<file path="config.mk">
export PLATFORM = sky130hd
export DESIGN_NAME = rm_addr_gen
export DESIGN_NICKNAME = d
export VERILOG_FILES = /design/src/rtl/rm_addr_pkg.sv /design/src/rtl/rm_seg_select.sv /design/src/rtl/rm_addr_adder.sv /design/src/rtl/rm_addr_gen.sv
export SDC_FILE = /design/constraint.sdc
export NUM_CORES = 1
export LEC_CHECK = 0
export BUFFER_PORTS_ARGS = -buffer_cell sky130_fd_sc_hd__buf_4
export CORE_MARGIN = 2
export CORE_UTILIZATION = 35
export CTS_CLUSTER_DIAMETER = 60
export DETAILED_ROUTE_END_ITERATION = 7
export GPL_TIMING_DRIVEN = 0
export PLACE_DENSITY = 0.66
export SYNTH_ARGS = -nofsm -noshare
export SYNTH_HDL_FRONTEND = slang
export SYNTH_SLANG_ARGS = --single-unit
</file>
<file path="constraint.sdc">
create_clock -name clk -period 4.55 [get_ports clk]
set_clock_uncertainty 0.2 [all_clocks]
set_input_delay 0.455 -clock clk [delete_from_list [all_inputs] [get_ports clk]]
set_output_delay 0.455 -clock clk [all_outputs]
set_load 0.01 [all_outputs]
</file>
<file path="src/rtl/rm_addr_pkg.sv">
// Package: shared encodings for the real-mode address generator.
// Assumes: 2-bit segment codes and access kinds are fixed by the block's ports.
package rm_addr_pkg;

    // Segment identity, as reported on seg_used and accepted on ovr_seg
    typedef enum logic [1:0] {
        SEG_EXTRA = 2'd0,
        SEG_CODE  = 2'd1,
        SEG_STACK = 2'd2,
        SEG_DATA  = 2'd3
    } seg_id_e;

    // Kind of memory access
    typedef enum logic [1:0] {
        ACC_FETCH   = 2'd0,
        ACC_DATA    = 2'd1,
        ACC_STR_DST = 2'd2,
        ACC_DATA_X  = 2'd3
    } acc_kind_e;

    // Base register the offset was taken from
    localparam logic [2:0] BASE_DIRECT = 3'd0;
    localparam logic [2:0] BASE_BX     = 3'd1;
    localparam logic [2:0] BASE_SI     = 3'd2;
    localparam logic [2:0] BASE_DI     = 3'd3;
    localparam logic [2:0] BASE_BP     = 3'd4;
    localparam logic [2:0] BASE_SP     = 3'd5;

endpackage

</file>
<file path="src/rtl/rm_seg_select.sv">
// Module: picks the segment for one access and returns its value and code.
// Assumes: purely combinational; fetches are pinned to the code segment and
// string destinations to the extra segment, and only data accesses honour an override.
module rm_seg_select
    import rm_addr_pkg::*;
#(
    parameter int SEG_W = 16
) (
    input  logic [1:0]       acc_kind,
    input  logic [2:0]       base_sel,
    input  logic             ovr_valid,
    input  logic [1:0]       ovr_seg,
    input  logic [SEG_W-1:0] seg_code_val,
    input  logic [SEG_W-1:0] seg_data_val,
    input  logic [SEG_W-1:0] seg_stack_val,
    input  logic [SEG_W-1:0] seg_extra_val,
    output logic [1:0]       sel_code,
    output logic [SEG_W-1:0] sel_val
);

    seg_id_e pick;

    // Choose the segment identity from access kind, override and base register
    always_comb begin
        case (acc_kind_e'(acc_kind))
            ACC_FETCH:   pick = SEG_CODE;
            ACC_STR_DST: pick = SEG_EXTRA;
            default: begin
                if (ovr_valid)
                    pick = seg_id_e'(ovr_seg);
                else if (base_sel == BASE_BP || base_sel == BASE_SP)
                    pick = SEG_STACK;
                else
                    pick = SEG_DATA;
            end
        endcase
    end

    // Route the chosen segment register value
    always_comb begin
        case (pick)
            SEG_EXTRA: sel_val = seg_extra_val;
            SEG_CODE:  sel_val = seg_code_val;
            SEG_STACK: sel_val = seg_stack_val;
            default:   sel_val = seg_data_val;
        endcase
    end

    assign sel_code = pick;

endmodule

</file>
<file path="src/rtl/rm_addr_adder.sv">
// Module: forms segment * 2**SHIFT + offset, truncated to the address width.
// Assumes: OFF_W <= SEG_W + SHIFT; the carry beyond the top address bit is discarded.
module rm_addr_adder #(
    parameter int SEG_W = 16,
    parameter int OFF_W = 16,
    parameter int SHIFT = 4
) (
    input  logic [SEG_W-1:0]       seg_val,
    input  logic [OFF_W-1:0]       off_val,
    output logic [SEG_W+SHIFT-1:0] addr
);

    localparam int ADDR_W = SEG_W + SHIFT;
    localparam int PAD_W  = ADDR_W + 1 - OFF_W;

    logic [ADDR_W:0] sum;

    // Wide add with one spare bit, then drop the carry to wrap the space
    always_comb begin
        sum  = {1'b0, seg_val, {SHIFT{1'b0}}} + {{PAD_W{1'b0}}, off_val};
        addr = sum[ADDR_W-1:0];
    end

    // The low bits below the shift come straight from the offset
    always_comb begin
        assert_low_bits_R1: assert (addr[SHIFT-1:0] == off_val[SHIFT-1:0]);
    end

endmodule

</file>
<file path="src/rtl/rm_addr_gen.sv">
// Module: top of the real-mode address generator; one register stage
// captures address and segment code on each valid request.
// Assumes: synchronous active-low reset; outputs hold between requests.
module rm_addr_gen
    import rm_addr_pkg::*;
#(
    parameter int SEG_W = 16,
    parameter int OFF_W = 16,
    parameter int SHIFT = 4
) (
    input  logic                   clk,
    input  logic                   rst_n,
    input  logic                   req_valid,
    input  logic [1:0]             acc_kind,
    input  logic [2:0]             base_sel,
    input  logic                   ovr_valid,
    input  logic [1:0]             ovr_seg,
    input  logic [SEG_W-1:0]       seg_code_val,
    input  logic [SEG_W-1:0]       seg_data_val,
    input  logic [SEG_W-1:0]       seg_stack_val,
    input  logic [SEG_W-1:0]       seg_extra_val,
    input  logic [OFF_W-1:0]       offset,
    output logic                   out_valid,
    output logic [SEG_W+SHIFT-1:0] phys_addr,
    output logic [1:0]             seg_used
);

    localparam int ADDR_W = SEG_W + SHIFT;

    logic [1:0]        nxt_code;
    logic [SEG_W-1:0]  nxt_seg;
    logic [ADDR_W-1:0] nxt_addr;

    rm_seg_select #(.SEG_W(SEG_W)) u_sel (
        .acc_kind      (acc_kind),
        .base_sel      (base_sel),
        .ovr_valid     (ovr_valid),
        .ovr_seg       (ovr_seg),
        .seg_code_val  (seg_code_val),
        .seg_data_val  (seg_data_val),
        .seg_stack_val (seg_stack_val),
        .seg_extra_val (seg_extra_val),
        .sel_code      (nxt_code),
        .sel_val       (nxt_seg)
    );

    rm_addr_adder #(.SEG_W(SEG_W), .OFF_W(OFF_W), .SHIFT(SHIFT)) u_add (
        .seg_val (nxt_seg),
        .off_val (offset),
        .addr    (nxt_addr)
    );

    // Output register: strobe every cycle, data only on a request
    always_ff @(posedge clk) begin
        if (!rst_n) begin
            out_valid <= 1'b0;
            phys_addr <= '0;
            seg_used  <= 2'd0;
        end else begin
            out_valid <= req_valid;
            if (req_valid) begin
                phys_addr <= nxt_addr;
                seg_used  <= nxt_code;
            end
        end
    end

    // Strobe latency is one cycle
    assert_valid_latency_R7: assert property (@(posedge clk) disable iff (!rst_n)
        req_valid |=> out_valid);
    assert_no_spurious_valid_R7: assert property (@(posedge clk) disable iff (!rst_n)
        !req_valid |=> !out_valid);
    // Outputs hold while idle
    assert_hold_when_idle_R7: assert property (@(posedge clk) disable iff (!rst_n)
        !req_valid |=> ($stable(phys_addr) && $stable(seg_used)));
    // Fetch always reports the code segment
    assert_fetch_code_R2: assert property (@(posedge clk) disable iff (!rst_n)
        (req_valid && acc_kind == 2'd0) |=> (seg_used == 2'd1));
    // String destination always reports the extra segment
    assert_strdst_extra_R5: assert property (@(posedge clk) disable iff (!rst_n)
        (req_valid && acc_kind == 2'd2) |=> (seg_used == 2'd0));
    // Stack-based data without override reports the stack segment
    assert_stack_base_R3: assert property (@(posedge clk) disable iff (!rst_n)
        (req_valid && acc_kind[0] && !ovr_valid && (base_sel == 3'd4 || base_sel == 3'd5))
        |=> (seg_used == 2'd2));
    // A valid override on a data access is reported as the segment used
    assert_override_R6: assert property (@(posedge clk) disable iff (!rst_n)
        (req_valid && acc_kind[0] && ovr_valid) |=> (seg_used == $past(ovr_seg)));

endmodule

</file>
==> results of run 1 <==
-- sequential cells by signal, summed over array words and instances, names as in the netlist --
name	cells
out_valid	1
seg_used	2
phys_addr	20
-- kinds of logic after synthesis --
family          Yosys count  synth area share
xor+xnor                  9            0.0416
mux                      35             0.277
buf+inv                  14            0.0436
flops                    23             0.243
fa+ha+maj                13            0.0898
simple gates             45             0.130
compound gates           48             0.175
-- per-stage QoR --
stage	instances	setup WS, ns	hold WS, ns	util	total power (µW)
after floorplan	187	0.538	0.284	-	461
after global placement	368	0.0552	0.252	0.545	595
after detailed placement	368	0.0116	0.257	0.545	600
after CTS	372	0.290	0.232	0.554	736
after global routing	372	0.139	0.246	0.554	780
final	372	0.315	0.235	0.554	727
-- worst max-delay path, cell delays in order --
cell      delay (ns)
buf_4           0.10
or3b_1          0.37
a31oi_2         0.18
buf_6           0.18
buf_2           0.35
mux4_2          0.55
ha_1            0.24
fa_1            0.42
a211oi_1        0.43
o21ai_1         0.20
nand4_1         0.13
a21oi_1         0.14
and4_1          0.18
o31a_1          0.26
-- synth_stat cells (2+ instances only) --
library cell  number  area share
nor3_1             2      0.0053
a21oi_1           10       0.026
buf_6              2       0.012
xnor2_1            7       0.032
o21a_1             3       0.012
nand2_1           12       0.024
xor2_1             2      0.0092
o21ai_1            4       0.011
nor2_1             5      0.0099
mux2_2             4       0.024
ha_1              12       0.079
o211a_1            3       0.016
mux2_1             2       0.012
mux4_2            13        0.15
a211oi_1           2      0.0079
nand3_1            2      0.0053
clkbuf_1           3      0.0059
mux2i_1           15       0.079
a31oi_1            3      0.0099
nor2b_1           13       0.043
inv_1              5      0.0099
o21ai_0            8       0.021
or3_1              3      0.0099
dfxtp_1           23        0.24
-- power by group through the flow --
stage | Sequential (µW) | Combinational [µW] | Clock, µW
4_1_cts | 238 | 359 | 140
3_5_place_dp | 242 | 357 | 0
3_3_place_gp | 241 | 353 | 0
5_1_grt | 241 | 391 | 149
6_report | 237 | 354 | 135
2_1_floorplan | 252 | 210 | 0
-- path summary, 6_finish.rpt --
kind                  from            end  slack [ns]  cells after the start
max            base_sel[1]  phys_addr[18]        0.31                     14
max reg2reg   phys_addr[8]   phys_addr[8]        3.64                      2
min              offset[0]   phys_addr[0]        0.23                      3
min reg2reg  phys_addr[13]  phys_addr[13]        0.27                      2
-- layout make-up --
cell class / instances / area, µm² / share of cell area
plain buffers: 9 / 63.8 / 0.0223
clock buffers: 3 / 41.3 / 0.0144
inverters: 5 / 18.8 / 0.00655
clock inverters: 1 / 7.51 / 0.00262
flip-flops and latches: 23 / 460 / 0.161
repair buffers: 111 / 833 / 0.291
well taps: 70 / 87.6 / 0.0306
multi-input cells: 150 / 1350 / 0.472
-- routing by layer --
layer  track usage  vias to the layer above  routed length (µm)
li1              -                      938                   -
met1         0.230                      845                2270
met5             0                        -                   0
met4        0.0304                        0                  23
met2         0.290                       71                2520
met3        0.0419                        2                 405
==> key figures, run 1 <==
Global routing
  • Initial antenna violation count: 0
  • Grt ovf: 0
  • Gr usage total: 0.174
  • Vias in the first global route: 1836
  • Largest net degree at the start of global routing: 15
  • First-pass GRT wire length: 8.50 mm

Logic synthesis
  • Yosys reg bits: 23
  • Mapped Nets: 291
  • Register area share after synthesis: 0.243
  • Ys Warns: 0
  • Synth Instances: 187
  • Synth Flop Type: dfxtp_1
  • Mapped cell area: 1900 µm²
  • Syn avg cell area: 10.1 µm²
  • Post-synthesis async set-or-reset flop share: 0
  • Post-synth EDFFs: 0
  • Synth cell types: 53

Timing
  • Final Cycle Share: 0.931
  • Fin crit period: 4.24 ns
  • Max frequency: 236 MHz
  • RSZ-0062 raised after global routing: false
  • Fin. Hold Viols: 0
  • Max-slew headroom: 0.528
  • Setup TNS: 0 ns
  • Setup-failing EPs final: 0
  • Fin. max-slew vios: 0
  • Slew @ Worst Pin: 0.709 ns

Hold path
  • Hold Path Class: input pin to register

Layout
  • Most frequent cells in the layout: buf_4, dfxtp_1, mux2i_1
  • NumNets Final: 407
  • Fillers: 493
  • Layout area overhead: 51.2%
  • Most common cell after layout, fill and taps aside: buf_4
  • Ant. Diodes: 0
  • Final instance area: 2870 µm²
  • Layout cells sized above 1: 0.477

Clock tree
  • Max H-tree Level: 1
  • # Post-CTS Setup Buffers: 0
  • Hold-fix buffers, CTS: 0
  • Post_cts resized: 0
  • CTS tree: done
  • Clock edge transition at the registers on the reported setup and hold paths: 0.09 ns
  • CTS Root Cell: clkbuf_8
  • CTS max path bufs: 2
  • Num CTS Buffers: 3
  • Num Clock Sinks: 23
  • Clock Latency Late Sink: 0.27 ns

Detailed routing
  • First-pass detailed-route iteration total: 4
  • Drt drc: 0
  • WL final: 5.22 mm
  • First-iteration detailed-routing DRC count: 42
  • DRT antenna net count: 0
  • Total vias in the final route: 1856
  • Wire length per cell: 14.0 µm
  • Vias per inst: 4.99

Power and ir drop
  • Maximum vdd drop: 105 µV
  • Leak: 0.00135 µW
  • Power density cells: 254 nW/µm²
  • Clk pwr share: 0.186
  • Logic pwr share: 0.487
  • Sw power: 242 µW
  • Reg power frac: 0.327
  • Int Power: 484 µW
  • Switch share: 0.333

Floorplan
  • I/O pin count: 114
  • Die Width: 77.6 µm
  • Die height: 77.6 µm
  • FP Rows: 26
  • DIE AREA: 6020 µm²
  • Core Box Area: 5170 µm²
  • Starting Density: 0.366

Job
  • Max-cap violations: 0

Outcome
  • Status: finished clean

Placement
  • Port bufs: 111
  • Dpl cell area: 2820 µm²
  • Detailed placement HPWL: 4.38 mm
  • GP Congestion: 0.787

Worst setup path
  • Worst setup SP type: input pin
  • CP Data Required Time: 4.52 ns
  • Worst-path fanout max: 10
  • WP data arrival: 4.21 ns
  • WS Path Type: input pin to register
  • Crit end category: register
No activity file was read; power rests on OpenSTA's default activity.
==> run 2, diff against run 1 <==
--- a/config.mk
+++ b/config.mk
@@ -6,12 +6,13 @@
 export NUM_CORES = 1
 export LEC_CHECK = 0
 export BUFFER_PORTS_ARGS = -buffer_cell sky130_fd_sc_hd__buf_4
+export CAP_MARGIN = 20
 export CORE_MARGIN = 2
 export CORE_UTILIZATION = 35
 export CTS_CLUSTER_DIAMETER = 60
 export DETAILED_ROUTE_END_ITERATION = 7
 export GPL_TIMING_DRIVEN = 0
-export PLACE_DENSITY = 0.66
+export PLACE_DENSITY_LB_ADDON = 0.15
 export SYNTH_ARGS = -nofsm -noshare
 export SYNTH_HDL_FRONTEND = slang
 export SYNTH_SLANG_ARGS = --single-unit
==> key figures, run 2 (same netlist as run 1, synthesis figures left out) <==
Worst setup path
  • Worst-path fanout max: 10
  • Worst setup SP type: input pin
  • WP data arrival: 4.12 ns
  • WS Path Type: input pin to register
  • CP Data Required Time: 4.51 ns
  • Crit end category: register

Placement
  • GP Congestion: 0.803
  • DP Worst Slack: 0.0966 ns
  • DP Cell Count: 368
  • Port bufs: 111
  • Detailed placement HPWL: 4.28 mm

Global routing
  • Initial antenna violation count: 0
  • Largest net degree at the start of global routing: 13
  • Grt ovf: 0
  • Vias in the first global route: 1905
  • First-pass GRT wire length: 8.18 mm
  • Gr usage total: 0.165

Clock tree
  • Hold-fix buffers, CTS: 0
  • Num Clock Sinks: 23
  • Num CTS Buffers: 3
  • Clock edge transition at the registers on the reported setup and hold paths: 0.08 ns
  • CTS tree: done
  • Clock Latency Late Sink: 0.26 ns
  • CTS max path bufs: 2
  • # Post-CTS Setup Buffers: 0
  • Max H-tree Level: 1
  • CTS Root Cell: clkbuf_8
  • Post_cts resized: 0

Layout
  • NumNets Final: 407
  • Layout cells sized above 1: 0.474
  • Non-filler cells, final: 372
  • Max reg flops: 20
  • Largest regs: phys_addr (20), seg_used (2), out_valid (1)
  • Fillers: 501
  • Reg with most FFs: phys_addr
  • Most frequent cells in the layout: buf_4, dfxtp_1, mux2i_1
  • Most common cell after layout, fill and taps aside: buf_4
  • Ant. Diodes: 0
  • Layout area overhead: 51.0%

Timing
  • Setup-failing EPs final: 0
  • Setup TNS: 0 ns
  • Fin. Hold Viols: 0
  • Post-route worst setup slack: 0.392 ns
  • Max frequency: 241 MHz
  • Max-slew headroom: 0.547
  • Final hold slack: 0.249 ns
  • RSZ-0062 raised after global routing: false
  • Final Cycle Share: 0.914
  • Fin. max-slew vios: 0
  • Fin crit period: 4.16 ns
  • Slew @ Worst Pin: 0.679 ns

Floorplan
  • Die height: 77.6 µm
  • Starting Density: 0.366
  • Die Width: 77.6 µm
  • I/O pin count: 114
  • Core Box Area: 5170 µm²
  • FP Rows: 26
  • DIE AREA: 6020 µm²

Detailed routing
  • Drt drc: 0
  • First-iteration detailed-routing DRC count: 62
  • Vias per inst: 5.05
  • Total vias in the final route: 1879
  • First-pass detailed-route iteration total: 4
  • WL final: 5.05 mm
  • Wire length per cell: 13.6 µm
  • DRT antenna net count: 0

Power and ir drop
  • Leak: 0.00135 µW
  • Logic pwr share: 0.492
  • Int Power: 485 µW
  • Reg power frac: 0.332
  • Maximum vdd drop: 100 µV
  • Sw power: 232 µW
  • Power density cells: 250 nW/µm²
  • Switch share: 0.323
  • Clk pwr share: 0.176

Hold path
  • Hold Path Class: input pin to register

Outcome
  • Status: finished clean

Job
  • Max-cap violations: 0
run 2: path summary, 6_finish.rpt:
path                  from            end  slack (ns)  depth (start not counted)
min              offset[1]   phys_addr[1]        0.25                          3
min reg2reg  phys_addr[16]  phys_addr[16]        0.28                          2
max reg2reg  phys_addr[19]  phys_addr[19]        3.66                          2
max            base_sel[1]  phys_addr[18]        0.39                         14
run 2: layout make-up:
type | instances | area, µm² | area share
Tap cell | 70 | 87.6 | 0.0306
Clock buffer | 4 | 45.0 | 0.0157
Inverter | 5 | 18.8 | 0.00656
Multi-Input combinational cell | 150 | 1350 | 0.473
Buffer | 9 | 63.8 | 0.0223
Sequential cell | 23 | 460 | 0.161
Timing Repair Buffer | 111 | 833 | 0.291
run 2: power groups by stage:
stage | Clock [µW] | Sequential (µW) | Combinational (µW)
3_5_place_dp | 0 | 243 | 354
3_3_place_gp | 0 | 242 | 350
2_1_floorplan | 0 | 252 | 210
5_1_grt | 142 | 241 | 389
6_report | 126 | 238 | 353
4_1_cts | 132 | 238 | 356
run 2: stage by stage:
stage,cell area (µm²),power [µW],util
finish,2860,717,0.553
global route,2860,772,0.553
CTS,2860,726,0.553
detailed placement,2820,597,0.545
global placement,2820,592,0.545
floorplan,1900,461,-
run 2: layer usage:
metal,global-route usage,vias to the layer above,routed length (µm)
met5,0,-,0
met4,0.0482,0,50
met3,0.0302,4,337
met2,0.308,75,2620
met1,0.191,862,2040
li1,-,938,-
run 2: critical path: stages:
cell	delay, ns
buf_4	0.11
or3b_1	0.38
a31oi_2	0.18
buf_6	0.19
buf_2	0.35
mux4_2	0.55
ha_1	0.23
fa_1	0.43
a211oi_1	0.38
o21ai_1	0.18
nand4_1	0.14
a21oi_1	0.11
and4_1	0.16
o31a_1	0.26
